--- config.mk ---
export PLATFORM = sky130hd
export DESIGN_NAME = line_activity_tracker
export DESIGN_NICKNAME = d
export VERILOG_FILES = /design/src/rtl/lat_pkg.sv /design/src/rtl/lat_rise_det.sv /design/src/rtl/lat_carrier_trk.sv /design/src/rtl/lat_collision_trk.sv /design/src/rtl/line_activity_tracker.sv
export SDC_FILE = /design/constraint.sdc
export NUM_CORES = 1
export LEC_CHECK = 0
export ABC_AREA = 1
export CORE_ASPECT_RATIO = 0.9
export CORE_MARGIN = 2
export CORE_UTILIZATION = 47
export CTS_CLUSTER_SIZE = 28
export DETAILED_ROUTE_END_ITERATION = 16
export GPL_TIMING_DRIVEN = 0
export PLACE_DENSITY = 0.78
export SYNTH_ARGS = -nofsm -noshare
export SYNTH_HDL_FRONTEND = slang
export SYNTH_SLANG_ARGS = --single-unit
--- constraint.sdc ---
create_clock -name clk_i -period 1.3 [get_ports clk_i]
set_clock_uncertainty 0.15 [all_clocks]
set_input_delay 0.26 -clock clk_i [delete_from_list [all_inputs] [get_ports clk_i]]
set_output_delay 0.26 -clock clk_i [all_outputs]
set_load 0.02 [all_outputs]
--- src/rtl/lat_pkg.sv ---
package lat_pkg;
  typedef enum logic [1:0] {
    CRS_IDLE = 2'd0,
    CRS_ON   = 2'd1,
    CRS_HOLD = 2'd2
  } crs_state_e;
endpackage

--- src/rtl/lat_rise_det.sv ---
module lat_rise_det (
  input  logic clk_i,
  input  logic rst_ni,
  input  logic level_i,
  output logic rise_o
);
  logic level_q;

  always_ff @(posedge clk_i or negedge rst_ni) begin
    if (!rst_ni) level_q <= 1'b0;
    else         level_q <= level_i;
  end

  assign rise_o = level_i & ~level_q;
endmodule

--- src/rtl/lat_carrier_trk.sv ---
module lat_carrier_trk
  import lat_pkg::*;
#(
  parameter int unsigned DROP_SAMPLES = 24,
  parameter int unsigned HOLD_SAMPLES = 32
) (
  input  logic clk_i,
  input  logic rst_ni,
  input  logic rise_i,
  output logic carrier_o
);
  localparam int unsigned CNT_MAX = (DROP_SAMPLES > HOLD_SAMPLES) ? DROP_SAMPLES : HOLD_SAMPLES;
  localparam int unsigned CW      = $clog2(CNT_MAX + 1);
  localparam logic [CW-1:0] DROP_LAST = CW'(DROP_SAMPLES - 1);
  localparam logic [CW-1:0] HOLD_LAST = CW'(HOLD_SAMPLES - 1);

  crs_state_e    state_q;
  logic [CW-1:0] cnt_q;
  logic          carrier_q;

  always_ff @(posedge clk_i or negedge rst_ni) begin
    if (!rst_ni) begin
      state_q   <= CRS_IDLE;
      cnt_q     <= '0;
      carrier_q <= 1'b0;
    end else begin
      case (state_q)
        CRS_IDLE: begin
          if (rise_i) begin
            state_q   <= CRS_ON;
            carrier_q <= 1'b1;
            cnt_q     <= '0;
          end
        end
        CRS_ON: begin
          if (rise_i) begin
            cnt_q <= '0;                 // restart drop window
          end else if (cnt_q == DROP_LAST) begin
            state_q   <= CRS_HOLD;
            carrier_q <= 1'b0;
            cnt_q     <= '0;
          end else begin
            cnt_q <= cnt_q + 1'b1;
          end
        end
        CRS_HOLD: begin
          if (cnt_q == HOLD_LAST) begin
            state_q <= CRS_IDLE;
            cnt_q   <= '0;
          end else begin
            cnt_q <= cnt_q + 1'b1;
          end
        end
        default: begin
          state_q   <= CRS_IDLE;
          carrier_q <= 1'b0;
          cnt_q     <= '0;
        end
      endcase
    end
  end

  assign carrier_o = carrier_q;

  assert_start_R2: assert property (@(posedge clk_i) disable iff (!rst_ni)
    (state_q == CRS_IDLE && rise_i) |=> carrier_o);

  assert_restart_R3: assert property (@(posedge clk_i) disable iff (!rst_ni)
    (carrier_o && rise_i) |=> carrier_o);

  assert_drop_no_edge_R3: assert property (@(posedge clk_i) disable iff (!rst_ni)
    $fell(carrier_o) |-> !$past(rise_i));

  assert_holdoff_R5: assert property (@(posedge clk_i) disable iff (!rst_ni)
    (state_q == CRS_HOLD) |=> !carrier_o);
endmodule

--- src/rtl/lat_collision_trk.sv ---
module lat_collision_trk #(
  parameter int unsigned MIN_HIGH    = 3,
  parameter int unsigned EXT_SAMPLES = 24
) (
  input  logic clk_i,
  input  logic rst_ni,
  input  logic col_i,
  output logic collision_o
);
  localparam int unsigned RW = $clog2(MIN_HIGH + 1);
  localparam int unsigned EW = $clog2(EXT_SAMPLES);
  localparam logic [RW-1:0] RUN_QUAL = RW'(MIN_HIGH - 1);
  localparam logic [RW-1:0] RUN_SAT  = RW'(MIN_HIGH);
  localparam logic [EW-1:0] EXT_INIT = EW'(MIN_HIGH - 1);
  localparam logic [EW-1:0] EXT_LAST = EW'(EXT_SAMPLES - 1);

  logic [RW-1:0] run_q;
  logic [EW-1:0] ext_q;
  logic          flag_q;
  logic          qual;

  assign qual = col_i && (run_q == RUN_QUAL);

  always_ff @(posedge clk_i or negedge rst_ni) begin
    if (!rst_ni)                run_q <= '0;
    else if (!col_i)            run_q <= '0;
    else if (run_q != RUN_SAT)  run_q <= run_q + 1'b1;
  end

  // ext_q counts samples since the rise of the last qualified pulse
  always_ff @(posedge clk_i or negedge rst_ni) begin
    if (!rst_ni) begin
      flag_q <= 1'b0;
      ext_q  <= '0;
    end else if (qual) begin
      flag_q <= 1'b1;
      ext_q  <= EXT_INIT;
    end else if (flag_q) begin
      if (ext_q == EXT_LAST) begin
        if (!col_i) flag_q <= 1'b0;
      end else begin
        ext_q <= ext_q + 1'b1;
      end
    end
  end

  assign collision_o = flag_q;

  assert_qualify_R7: assert property (@(posedge clk_i) disable iff (!rst_ni)
    qual |=> collision_o);

  assert_no_glitch_set_R6: assert property (@(posedge clk_i) disable iff (!rst_ni)
    $rose(collision_o) |-> ($past(col_i) && $past(run_q) == RUN_QUAL));

  assert_hold_high_R9: assert property (@(posedge clk_i) disable iff (!rst_ni)
    (collision_o && col_i) |=> collision_o);

  assert_clear_low_R8: assert property (@(posedge clk_i) disable iff (!rst_ni)
    $fell(collision_o) |-> !$past(col_i));
endmodule

--- src/rtl/line_activity_tracker.sv ---
module line_activity_tracker #(
  parameter int unsigned BIT_SAMPLES   = 16,
  parameter int unsigned DROP_SAMPLES  = BIT_SAMPLES * 3 / 2,
  parameter int unsigned HOLD_SAMPLES  = BIT_SAMPLES * 2,
  parameter int unsigned CLSN_EXT      = BIT_SAMPLES * 3 / 2,
  parameter int unsigned CLSN_MIN_HIGH = 3
) (
  input  logic clk_i,
  input  logic rst_ni,
  input  logic rx_level_i,
  input  logic col_level_i,
  output logic carrier_o,
  output logic collision_o
);
  logic rx_rise;

  lat_rise_det u_rx_rise (
    .clk_i   (clk_i),
    .rst_ni  (rst_ni),
    .level_i (rx_level_i),
    .rise_o  (rx_rise)
  );

  lat_carrier_trk #(
    .DROP_SAMPLES (DROP_SAMPLES),
    .HOLD_SAMPLES (HOLD_SAMPLES)
  ) u_carrier (
    .clk_i     (clk_i),
    .rst_ni    (rst_ni),
    .rise_i    (rx_rise),
    .carrier_o (carrier_o)
  );

  lat_collision_trk #(
    .MIN_HIGH    (CLSN_MIN_HIGH),
    .EXT_SAMPLES (CLSN_EXT)
  ) u_collision (
    .clk_i       (clk_i),
    .rst_ni      (rst_ni),
    .col_i       (col_level_i),
    .collision_o (collision_o)
  );
endmodule

==> metrics.txt <==
via density per instance=5.33; FP Rows=15; CTS Buf Count=3; DR WL/cell=14.5 um; CTS Root Buffer Type=clkbuf_4; DR DRC count=0; Setup crit end=u_carrier.state_q[0]; Leak=0.669 nW; critical path class=in -> reg; clock latency on the worst-skew pair=0.29 ns; Post-Synth XOR/XNOR Area=0.0261; Post-Syn Area per Cell=8.60 um^2; failing checks=negative setup slack; unrepaired setup endpoints after global routing=true; Final Cell Area=0.00142 mm^2; warnings from Yosys=0; Max FO, Critical Path=4; crit-path max cell delay=0.49 ns; hold violation count in the final report=0; Reg2Reg Setup Slack=-0.25 ns; Area growth syn-to-layout=41.3%; Setup violations, final=13; part of the Yosys area used for sequential elements=0.448; Post-Syn Area=0.00101 mm^2; CP arrival=1.61 ns; Routed Antenna Nets=0; cts hold-fix bufs=0; count of input and output buffers=5; clk sinks=18; max cap viols=0; crit-path cells=clkdlybuf4s50_1, inv_2, o21ai_4, inv_2, a21oi_4, nand3_2, nand2_1, nand2_1; Syn Inst Count=117; clock buffer depth=2; crit end category=register; Initial DRT Pass Iterations=4; Synth Area in Simple Gates=0.244; CTS tree=yes; final worst slack=-0.284 ns; Core ar.=0.00197 mm^2; chip height=47.9 um; post-synthesis adder-cell area fraction=0.0871; Fmax achieved=631 MHz; status=complete, but fails checks; final RePlAce weighted congestion=0.714; maximum vdd drop=0.00122 V; slowest stage cell, crit path=clkdlybuf4s50_1; Placed Area=0.00111 mm^2; minimum clock period=1.58 ns; CP startpoint=rx_level_i; Synth cell types=23; post-synthesis mux area share=0; initial core utilization=0.510; Final Max Slew Viols=0; WL final=2.44 mm; CP startpoint kind=input port; initial antenna violation count=0; clock-pin slew on the worst setup and hold paths=0.10 ns; reg2reg path depth=8; Total Routing Usage GR=0.194; main combinational cell family by area after synthesis=simple AND/OR/NAND/NOR gates; via count=901; first-pass GRT wire length=3.51 mm; Worst Tran Pin Value=0.816 ns; FF-to-FF Start=u_carrier.cnt_q[1]; grt total ovfl=0; die area=0.00253 mm^2; syn_nets=128; ANT cells=0; DRT iter0 DRCs=16; period utilization=1.22; Max H-tree Level=1; Top Ports=6; total power=2.73 mW; die extent in x=52.8 um; largest net degree at the start of global routing=19; synthesized flop and latch total=18; Worst EP required=1.33 ns; RR Endpoint=u_carrier.state_q[0]; headroom to the max-slew limit=0.454; ratio of cells with drive above 1 in the final layout=0.479; post-DP HPWL=1.34 mm; worst min-delay path category=in -> async; post-synthesis compound-gate area fraction=0.128; Power per Cell Area=1920 mW/mm^2; vias in the first global route=885; Nets=156
[cells in the mapped netlist]
library cell | n | area share
nor2_4 | 1 | 0.011
xnor2_1 | 1 | 0.0087
o211a_1 | 1 | 0.010
nand3_2 | 2 | 0.020
ha_1 | 7 | 0.087
o21ai_0 | 2 | 0.010
nand2_1 | 27 | 0.10
o21ai_4 | 1 | 0.016
a211oi_1 | 1 | 0.0075
inv_2 | 1 | 0.0037
o211ai_1 | 1 | 0.0075
nor2_2 | 1 | 0.0062
a21oi_2 | 2 | 0.017
nor2_1 | 11 | 0.041
o21ai_2 | 1 | 0.0087
nand4_1 | 3 | 0.019
inv_1 | 17 | 0.063
dfrtp_1 | 18 | 0.45
a21oi_1 | 7 | 0.035
a21oi_4 | 1 | 0.016
xor2_1 | 2 | 0.017
nand3_1 | 8 | 0.040
nand2_2 | 1 | 0.0062
[sequential cells by signal (all words and copies together), names as in the netlist]
| signal | cells |
|---|---|
| u_carrier.cnt_q | 6 |
| u_collision.run_q | 2 |
| u_rx_rise.level_q | 1 |
| u_collision.ext_q | 5 |
| u_carrier.state_q | 2 |
| u_carrier.carrier_o | 1 |
| u_collision.collision_o | 1 |
[kinds of logic after synthesis]
group / Yosys count
AND/OR/NAND/NOR: 54
buffers and inverters: 18
flip-flops: 18
AO/OA/AOI/OAI: 17
adder cells (fa/ha/maj): 7
XOR/XNOR: 3
[worst min-delay path by stage]
stage,endpoint,slack [ns]
after floorplan,u_carrier.carrier_o,-0.19
after global placement,u_carrier.carrier_o,0.31
after detailed placement,u_carrier.carrier_o,0.32
after CTS,u_collision.collision_o,0.30
after global routing,u_rx_rise.level_q,0.30
final,u_collision.ext_q[2],0.28
[layout by cell type (no fill, tap or decap), types with 2 or more instances in the layout]
| cell type | synthesis | routed |
|---|---|---|
| clkdlybuf4s50_1 | 0 | 3 |
| inv_4 | 0 | 2 |
| nor2_1 | 11 | 7 |
| nor2_4 | 1 | 3 |
| nand2_4 | 0 | 3 |
| inv_2 | 1 | 7 |
| nand3_2 | 2 | 6 |
| dfrtp_1 | 18 | 18 |
| ha_4 | 0 | 3 |
| buf_4 | 0 | 15 |
| nand2_2 | 1 | 7 |
| a21oi_2 | 2 | 4 |
| nor2_2 | 1 | 3 |
| clkbuf_4 | 0 | 3 |
| ha_1 | 7 | 3 |
| buf_6 | 0 | 4 |
| a21oi_1 | 7 | 5 |
| inv_1 | 17 | 9 |
| nand2_1 | 27 | 18 |
| o21ai_0 | 2 | 2 |
| nand4_1 | 3 | 3 |
| xor2_1 | 2 | 2 |
| nand3_1 | 8 | 3 |
[through the flow]
stage	hold slack, ns	setup WS [ns]	instances	setup TNS, ns	util
5_1_grt	0.304	-0.316	169	-2.70	0.721
4_1_cts	0.298	-0.174	162	-1.39	0.646
2_1_floorplan	-0.186	-0.116	117	-0.739	-
3_3_place_gp	0.307	-0.501	147	-6.52	0.566
6_report	0.282	-0.284	169	-1.94	0.721
3_5_place_dp	0.317	-0.552	147	-7.57	0.566
[layout make-up]
type	instances	area, um^2
timing repair buffer	23	193
tap	25	31.3
fill	146	549
sequential	18	450
clock buffer	4	36.3
inverter	18	72.6
multi-input combinational	81	638
[critical path, delay by kind of cell]
kind                   cells  cell delay [ns]
AOI/OAI and AO/OA          2             0.40
buffers and inverters      3             0.67
and+or+nand+nor            3             0.28
[routing by layer]
metal  GRT usage  vias to the layer above  wire length [um]
met3      0.0375                       12                52
met5           0                        -                 0
met4       0.108                        0                95
met1       0.211                      441               991
li1            -                      431                 -
met2       0.363                       17              1310
[report_power, final]
group	internal (mW)	switching [mW]	leakage, nW
registers	0.715	0.145	0.227
clock network	0.170	0.164	0.0210
logic	0.722	0.813	0.421
[repair_timing]
action / 4_1_cts / 5_1_grt
pin swaps: 14 / 14
setup endpoints to repair: 16 / 16
setup buffers: 11 / 7
resized for setup: 23 / 24
No activity file was read; power rests on OpenSTA's default activity.
